`src/rtl/isr_pkg.sv`:
```
package isr_pkg;
  localparam int DATA_W = 8;
  localparam int ADDR_W = 3;
  localparam int NUM_CNT = 3;

  localparam logic [ADDR_W-1:0] A_STATUS = 3'd0;
  localparam logic [ADDR_W-1:0] A_MASK   = 3'd1;
  localparam logic [ADDR_W-1:0] A_CNT0   = 3'd2;

  localparam int B_RXOK  = 0;
  localparam int B_TXOK  = 1;
  localparam int B_RXERR = 2;
  localparam int B_TXERR = 3;
  localparam int B_OVW   = 4;
  localparam int B_CNTOV = 5;
  localparam int B_RDMA  = 6;
  localparam int B_STOP  = 7;
  localparam int NUM_EV  = 7;
endpackage

```
`src/rtl/tally_ctr.sv`:
```
module tally_ctr #(
  parameter int CNT_W = 8
) (
  input  logic             clk,
  input  logic             rst_n,
  input  logic             inc,
  input  logic             clr,
  output logic [CNT_W-1:0] cnt,
  output logic             msb_rise
);
  localparam logic [CNT_W-1:0] CNT_MAX = {CNT_W{1'b1}};

  logic [CNT_W-1:0] cnt_q, cnt_d;
  logic             cnt_en;

  always_comb begin
    cnt_d  = cnt_q;
    cnt_en = inc | clr;
    if (clr)
      cnt_d = inc ? CNT_W'(1) : '0;
    else if (inc && cnt_q != CNT_MAX)
      cnt_d = cnt_q + CNT_W'(1);
  end

  always_ff @(posedge clk or negedge rst_n) begin
    if (!rst_n)      cnt_q <= '0;
    else if (cnt_en) cnt_q <= cnt_d;
  end

  assign cnt      = cnt_q;
  assign msb_rise = ~cnt_q[CNT_W-1] & cnt_d[CNT_W-1];


  sat_hold_chk: assert property (@(posedge clk) disable iff (!rst_n)
    (cnt_q == CNT_MAX && !clr) |=> cnt_q == CNT_MAX);


  rdclr_chk: assert property (@(posedge clk) disable iff (!rst_n)
    (clr && !inc) |=> cnt_q == '0);
endmodule

```
`src/rtl/isr_status.sv`:
```
module isr_status
  import isr_pkg::*;
(
  input  logic              clk,
  input  logic              rst_n,
  input  logic [NUM_EV-1:0] set_vec,
  input  logic              w1c_en,
  input  logic [NUM_EV-1:0] w1c_data,
  input  logic              stop_set,
  input  logic              stop_clr,
  output logic [DATA_W-1:0] stat
);
  logic [NUM_EV-1:0] ev_q, ev_d;
  logic              stp_q, stp_d;
  logic              ev_en, stp_en;

  always_comb begin
    ev_en  = w1c_en | (|set_vec);
    ev_d   = (ev_q & ~(w1c_en ? w1c_data : '0)) | set_vec;
    stp_en = stop_set | stop_clr;
    stp_d  = stop_set;
  end

  always_ff @(posedge clk or negedge rst_n) begin
    if (!rst_n) begin
      ev_q  <= '0;
      stp_q <= 1'b1;
    end else begin
      if (ev_en)  ev_q  <= ev_d;
      if (stp_en) stp_q <= stp_d;
    end
  end

  assign stat = {stp_q, ev_q};


  evset_chk: assert property (@(posedge clk) disable iff (!rst_n)
    set_vec[B_RXOK] |=> stat[B_RXOK]);


  w1c_zero_chk: assert property (@(posedge clk) disable iff (!rst_n)
    (w1c_en && w1c_data == '0 && set_vec == '0) |=> $stable(stat[NUM_EV-1:0]));


  rstbit_wr_chk: assert property (@(posedge clk) disable iff (!rst_n)
    (!stop_set && !stop_clr) |=> $stable(stat[B_STOP]));
endmodule

```
`src/rtl/irq_status_unit.sv`:
```
module irq_status_unit
  import isr_pkg::*;
#(
  parameter int CNT_W = 8
) (
  input  logic              clk,
  input  logic              rst_n,
  input  logic              ev_rx_ok,
  input  logic              ev_tx_ok,
  input  logic              ev_rx_crc,
  input  logic              ev_rx_align,
  input  logic              ev_rx_fifo_ovr,
  input  logic              ev_rx_missed,
  input  logic              ev_tx_excoll,
  input  logic              ev_tx_underrun,
  input  logic              ev_ring_ovw,
  input  logic              ev_rdma_done,
  input  logic              ev_pkt_removed,
  input  logic              cmd_stop,
  input  logic              cmd_start,
  input  logic              host_wr,
  input  logic              host_rd,
  input  logic [ADDR_W-1:0] host_addr,
  input  logic [DATA_W-1:0] host_wdata,
  output logic [DATA_W-1:0] host_rdata,
  output logic              irq
);
  logic [NUM_CNT-1:0] cnt_inc, cnt_clr, cnt_msb;
  logic [CNT_W-1:0]   cnt_val [NUM_CNT];
  logic [NUM_EV-1:0]  set_vec;
  logic [DATA_W-1:0]  stat;
  logic [NUM_EV-1:0]  mask_q, mask_d;
  logic               mask_en;

  assign cnt_inc = {ev_rx_missed, ev_rx_crc, ev_rx_align};

  for (genvar i = 0; i < NUM_CNT; i++) begin : g_cnt
    assign cnt_clr[i] = host_rd && host_addr == A_CNT0 + ADDR_W'(i);
    tally_ctr #(.CNT_W(CNT_W)) u_ctr (
      .clk      (clk),
      .rst_n    (rst_n),
      .inc      (cnt_inc[i]),
      .clr      (cnt_clr[i]),
      .cnt      (cnt_val[i]),
      .msb_rise (cnt_msb[i])
    );
  end

  always_comb begin
    set_vec          = '0;
    set_vec[B_RXOK]  = ev_rx_ok;
    set_vec[B_TXOK]  = ev_tx_ok;
    set_vec[B_RXERR] = ev_rx_crc | ev_rx_align | ev_rx_fifo_ovr | ev_rx_missed;
    set_vec[B_TXERR] = ev_tx_excoll | ev_tx_underrun;
    set_vec[B_OVW]   = ev_ring_ovw;
    set_vec[B_CNTOV] = |cnt_msb;
    set_vec[B_RDMA]  = ev_rdma_done;
  end

  isr_status u_stat (
    .clk      (clk),
    .rst_n    (rst_n),
    .set_vec  (set_vec),
    .w1c_en   (host_wr && host_addr == A_STATUS),
    .w1c_data (host_wdata[NUM_EV-1:0]),
    .stop_set (cmd_stop | ev_ring_ovw),
    .stop_clr (cmd_start | ev_pkt_removed),
    .stat     (stat)
  );

  always_comb begin
    mask_en = host_wr && host_addr == A_MASK;
    mask_d  = host_wdata[NUM_EV-1:0];
  end

  always_ff @(posedge clk or negedge rst_n) begin
    if (!rst_n)       mask_q <= '0;
    else if (mask_en) mask_q <= mask_d;
  end

  always_comb begin
    host_rdata = '0;
    if (host_addr == A_STATUS)    host_rdata = stat;
    else if (host_addr == A_MASK) host_rdata = {1'b0, mask_q};
    else begin
      for (int k = 0; k < NUM_CNT; k++)
        if (host_addr == A_CNT0 + ADDR_W'(k)) host_rdata = DATA_W'(cnt_val[k]);
    end
  end

  assign irq = |(stat[NUM_EV-1:0] & mask_q);


  irq_quiet_chk: assert property (@(posedge clk) disable iff (!rst_n)
    (stat[NUM_EV-1:0] == '0) |-> !irq);


  irq_mask_chk: assert property (@(posedge clk) disable iff (!rst_n)
    (mask_q == '0) |-> !irq);


  cntov_chk: assert property (@(posedge clk) disable iff (!rst_n)
    (|cnt_msb) |=> stat[B_CNTOV]);
endmodule

```
`config.mk`:
```
export PLATFORM = sky130hd
export DESIGN_NAME = irq_status_unit
export DESIGN_NICKNAME = d
export VERILOG_FILES = /design/src/rtl/isr_pkg.sv /design/src/rtl/tally_ctr.sv /design/src/rtl/isr_status.sv /design/src/rtl/irq_status_unit.sv
export SDC_FILE = /design/constraint.sdc
export NUM_CORES = 1
export LEC_CHECK = 0
export ABC_CLOCK_PERIOD_IN_PS = 1600
export BUFFER_PORTS_ARGS = -buffer_cell sky130_fd_sc_hd__buf_2
export CAP_MARGIN = 0
export CORE_MARGIN = 3
export CORE_UTILIZATION = 52
export DETAILED_ROUTE_END_ITERATION = 16
export PLACE_DENSITY = 0.77
export SLEW_MARGIN = 20
export SYNTH_ARGS = -nofsm -noshare
export SYNTH_HDL_FRONTEND = slang
export SYNTH_SLANG_ARGS = --single-unit
```
`constraint.sdc`:
```
create_clock -name clk -period 1.6 [get_ports clk]
set_input_delay 0.32 -clock clk [delete_from_list [all_inputs] [get_ports clk]]
set_output_delay 0.32 -clock clk [all_outputs]
set_load 0.005 [all_outputs]
```
* Yosys cells after proc, flatten, opt, wreduce, memory -nomap -nowiden
Index checks and enable logic that the tools add are counted.
** Storage, ports and cells
- Output and inout port bits :: 9
- Bits of input ports :: 28
- Flip-flop bits (word level) :: 39
** Operators by class
- Muxes and demuxes :: 15
- Equal/unequal tests :: 7
- Reductions and logical operators :: 18
- Add/subtract/negate cells :: 3
- Bitwise logic cells :: 21
** Operators with widths (count)
- 2-to-1 mux 8 bit :: 11
- adder 8 x 1 -> 8 bit, second input constant :: 3
- != test 8 bit, second input constant :: 3
- bitwise AND 7 bit :: 2
- OR 1 bit :: 11
- OR reduction 9 bit :: 1
- logical AND 1 bit :: 8
- 2-to-1 mux 7 bit :: 1
- inverter 7 bit :: 1
- OR 7 bit :: 1
- OR reduction 7 bit :: 1
- equality test 3 x 2 -> 1 bit, second input constant :: 2
- AND reduction 2 bit :: 3
- nonzero test 2 bit :: 3
- bitwise AND 1 bit :: 3
- equality test 3 x 1 -> 1 bit, second input constant :: 1
- equality test 3 bit, second input constant :: 1
- zero test 3 bit :: 1
- 2-to-1 mux 1 bit :: 3
- inverter 1 bit :: 3
- OR reduction 3 bit :: 1

* Longest topological paths before layout
- Word-level depth :: 7
- Mapped depth :: 5
- Mapped depth without buffers :: 4

* By module
Synthesis repeated with hierarchy kept, for this count alone.
** Second synthesis, totals
- Cell total of the unflattened synthesis :: 240
- Area, all modules :: 2414.8 µm²
** Modules (own cells, without submodules)
- tally_ctr :: cells each 49, instances 3, area an instance 459.2 µm²
- irq_status_unit :: cells each 68, instances 1, area an instance 738.2 µm²
- isr_status :: cells each 25, instances 1, area an instance 299.0 µm²

* Least setup slack after synthesis
No wires, ideal clock.
- Path type :: input port to output port
- Start :: input host_addr[1]
- End :: output host_rdata[2]
- Stages :: 5
- Arrival time :: 1.207 ns
- Path slack :: 0.073 ns
- Path through :: buf_4 buf_2 mux2_2 a2bb2oi_1 o22ai_1
** On the way
- Longest elaborated chain between the ends :: 6
** Ends and longest elaborated chain
- from (decl) :: RTL line irq_status_unit.sv:23 : input logic [ADDR_W-1:0] host_addr,
- equality test 3 x 2 -> 1 bit :: RTL line irq_status_unit.sv:87 : if (host_addr == A_CNT0 + ADDR_W'(k)) host_rdata = DATA_W'(cnt_val[k]);
- 2-to-1 mux 8 bit (3 in a row) :: RTL line irq_status_unit.sv:87
- 2-to-1 mux 8 bit :: RTL line irq_status_unit.sv:84 : else if (host_addr == A_MASK) host_rdata = {1'b0, mask_q};
- 2-to-1 mux 8 bit * :: RTL line irq_status_unit.sv:83 : if (host_addr == A_STATUS) host_rdata = stat;
- to (decl) :: RTL line irq_status_unit.sv:25 : output logic [DATA_W-1:0] host_rdata,
Mark *: on every way between the ends. The rest lies on a longest branch, timed or not.

* Worst setup path in the final report
- Start :: register u_stat.ev_q[0]
- End :: output irq
** On the way
- Longest elaborated chain between the ends :: 2
** Ends and longest elaborated chain
- from (decl) :: RTL line isr_status.sv:13 : logic [NUM_EV-1:0] ev_q, ev_d;
- from (signal assigned) :: RTL line isr_status.sv:29 : if (ev_en) ev_q <= ev_d;
- bitwise AND 7 bit :: RTL line irq_status_unit.sv:91 : assign irq = |(stat[NUM_EV-1:0] & mask_q);
- OR reduction 7 bit :: RTL line irq_status_unit.sv:91
- to (decl) :: RTL line irq_status_unit.sv:26 : output logic irq
Every way passes these cells.

==> out/metrics.csv <==
metric,value,unit
hold_viol_final,0,
worstSetupStartpointType,register,
grtUsageTotal,0.2701,
yosysTopAreaCell,dfrtp_1,
critical_path_class,register to output port,
violations,negative setup slack,
start_util,0.5539,
vias,2474,
syn_area,2495,um2
ioPinCount,37,
cp.required,1.28,ns
fp.dieW,75.27,um
synthArstFlopShare,1.000,
routed_via_density,6.615,
first_global_vias,2295,
maxSlewHeadroom,0.6582,
synth.yosys.warnings,0,
synth_most_common_cell,dfrtp_1,
cts_max_level,2,
die_area,5665,um2
power_density,1124,nW/um2
ys.flop_type,dfrtp_1,
synth_edf_count,0,
finClkSkew,0.005430,ns
syn_inst,256,
tightest_slew,0.5080,ns
fin_nets,352,
ant_nets,0,
grt_overflow,0,
cts_tree,yes,
core_region_area,4504,um2
layout_setup_ws,-0.1238,ns
fillers,316,
maxSlewViolCount,0,
vdd_ir_drop_max,0.7421,mV
rows,24,
rsz0062_at_grt,true,
antenna_found_initial,0,
drive_above_1_share,0.3913,
drt_iter0_drc,229,
hold_path.class,input pin to register,
drc,0,
final_util,0.7150,
postSynthAreaPerCell,9.746,um2
synth_fp_nets,287,
period_needed,1.724,ns
n_antenna_cell,0,
avgRoutedWirePerCell,19.18,um
seq_area_frac_synth,0.3917,
fmax,580.1,MHz
grt_max_degree,23,
synth_top_area_frac,0.3811,
clockRootBuffer,clkbuf_8,
crit_fanout,3,
clk_latency,0.30,ns
setup_viol,9,
grt_first_pass_wirelength,11.37,mm
critical_path_arrival,1.40,ns
area_growth,29.09,%
final-seq-area,984.7,um2
synthTopCellsByArea,"dfrtp_1 38%, mux2_2 6.3%, mux2i_1 5.6%, a2bb2oi_1 4.6%, nand2_1 4.4%",
r2r_slack,0.07,ns
synthTopCellsByCount,"38 x dfrtp_1, 29 x nand2_1, 14 x a21oi_1, 14 x mux2_2, 14 x mux2i_1",
path_clk_slew,0.08,ns
hpwl,4.784,mm
postPlaceCellArea,2867,um2
drtPass1Iterations,4,
end_kind,output port,
die_y,75.27,um
ys_ff_latch,39,
portBuffers,35,
gp_congestion,0.8084,
p_leak,1.430,nW
cts.sinks,39,
routed_wl,7.173,mm
drv_cap,0,
synth.distinct_cells,55,
clockBufferDepth,2,
status,"finished, violations left",
multiInputGateArea,1529,um2
timing.final.crit_share,1.077,
fin_area,3221,um2
cts_buffers,5,
[per-layer routing]
layer | vias up | global-route usage | part of all wire
met2 | 119 | 0.4352 | 0.48
met1 | 1200 | 0.3523 | 0.42
met3 | 24 | 0.06542 | 0.067
met5 | - | 0 | 0
li1 | 1131 | - | -
met4 | 0 | 0.1049 | 0.035
[sequential cells by signal, indices dropped and copies added, names as in the netlist]
signal,cells
g_cnt.u_ctr.cnt,24
mask_q,7
u_stat.ev_q,7
u_stat.stp_q,1
[cell families after synthesis]
| family | count (synthesis) | synth area share |
|---|---|---|
| buffers and inverters | 22 | 0.04012 |
| AND/OR/NAND/NOR | 91 | 0.2192 |
| flip-flops | 39 | 0.3917 |
| multiplexers | 28 | 0.1194 |
| AO/OA/AOI/OAI | 73 | 0.2146 |
| adder cells (fa/ha/maj) | 3 | 0.01505 |
[critical path, cell delays in order, from the launching register on]
cell	delay (ns)
dfrtp_1	0.42
nand2_1	0.12
and4_1	0.22
nand4_1	0.17
buf_2	0.17
[layout by cell type, fill, tap and decap left out, types with 2 or more instances in the layout]
cell and n:
buf_4 38, buf_2 34, dfrtp_1 32, nand2_1 26
a21oi_1 14, mux2i_1 12, mux2_2 10, nand4_1 9
nand3_1 9, a211oi_1 9, a2bb2oi_2 7, nor3_1 7
a2bb2oi_1 6, a21o_1 6, clkbuf_8 6, dfrtp_2 6
nand2b_1 5, and3_1 5, inv_1 5, o22ai_1 4
mux2_4 4, and4_1 4, a211o_1 4, nor4_1 4
nand2_2 3, o22ai_2 3, ha_1 3, nor2_1 2
mux2i_2 2, nand4bb_1 2, o21ai_0 2, o2111ai_1 2
a41oi_1 2, o21bai_1 2, or4_1 2, buf_12 2
[metrics by stage]
stage,hold WS (ns),cells,setup slack [ns],total power [mW],TNS (ns)
global route,0.2067,374,-0.1612,3.825,-0.9870
finish,0.1953,374,-0.1238,3.618,-0.6479
floorplan,0.02441,256,0.07335,2.028,0
detailed placement,0.2851,351,-0.1933,2.440,-1.741
global placement,0.2908,351,-0.1619,2.385,-1.361
CTS,0.1960,373,-0.07792,3.511,-0.3747
[power by group]
group	total [mW]	switching, mW	leakage (nW)	internal [mW]
clock network	0.870	0.365	0.0612	0.505
logic	1.29	0.635	0.903	0.657
registers	1.46	0.249	0.465	1.21
[cell type report]
type	instances	area share
Tap cell	52	0.02020
Multi-Input combinational cell	195	0.4747
Timing Repair Buffer	75	0.1570
Clock inverter	2	0.01088
Clock buffer	6	0.02564
Sequential cell	39	0.3057
Inverter	5	0.005828
[worst paths after layout]
kind,to,depth (start not counted),startpoint
worst max-delay path,irq,4,u_stat.ev_q[0]$_DFFE_PN0P_
worst min-delay path,u_stat.ev_q[1]$_DFFE_PN0P_,2,ev_tx_ok
worst max register to register,g_cnt[2].u_ctr.cnt[5]$_DFFE_PN0P_,4,g_cnt[2].u_ctr.cnt[0]$_DFFE_PN0P_
worst min register to register,u_stat.ev_q[2]$_DFFE_PN0P_,1,u_stat.ev_q[2]$_DFFE_PN0P_
max in group asynchronous,u_stat.stp_q$_DFFE_PN1P_,3,rst_n
min in group asynchronous,u_stat.ev_q[5]$_DFFE_PN0P_,2,rst_n
[repair_timing]
item,CTS,global route
buffers inserted,13,1
hold buffers,1,0
endpoints found under the setup margin,9,12
gates resized for setup,15,16
endpoints found under the hold margin,17,0
pin swaps,11,7
Power figures use the tool's default switching activity.
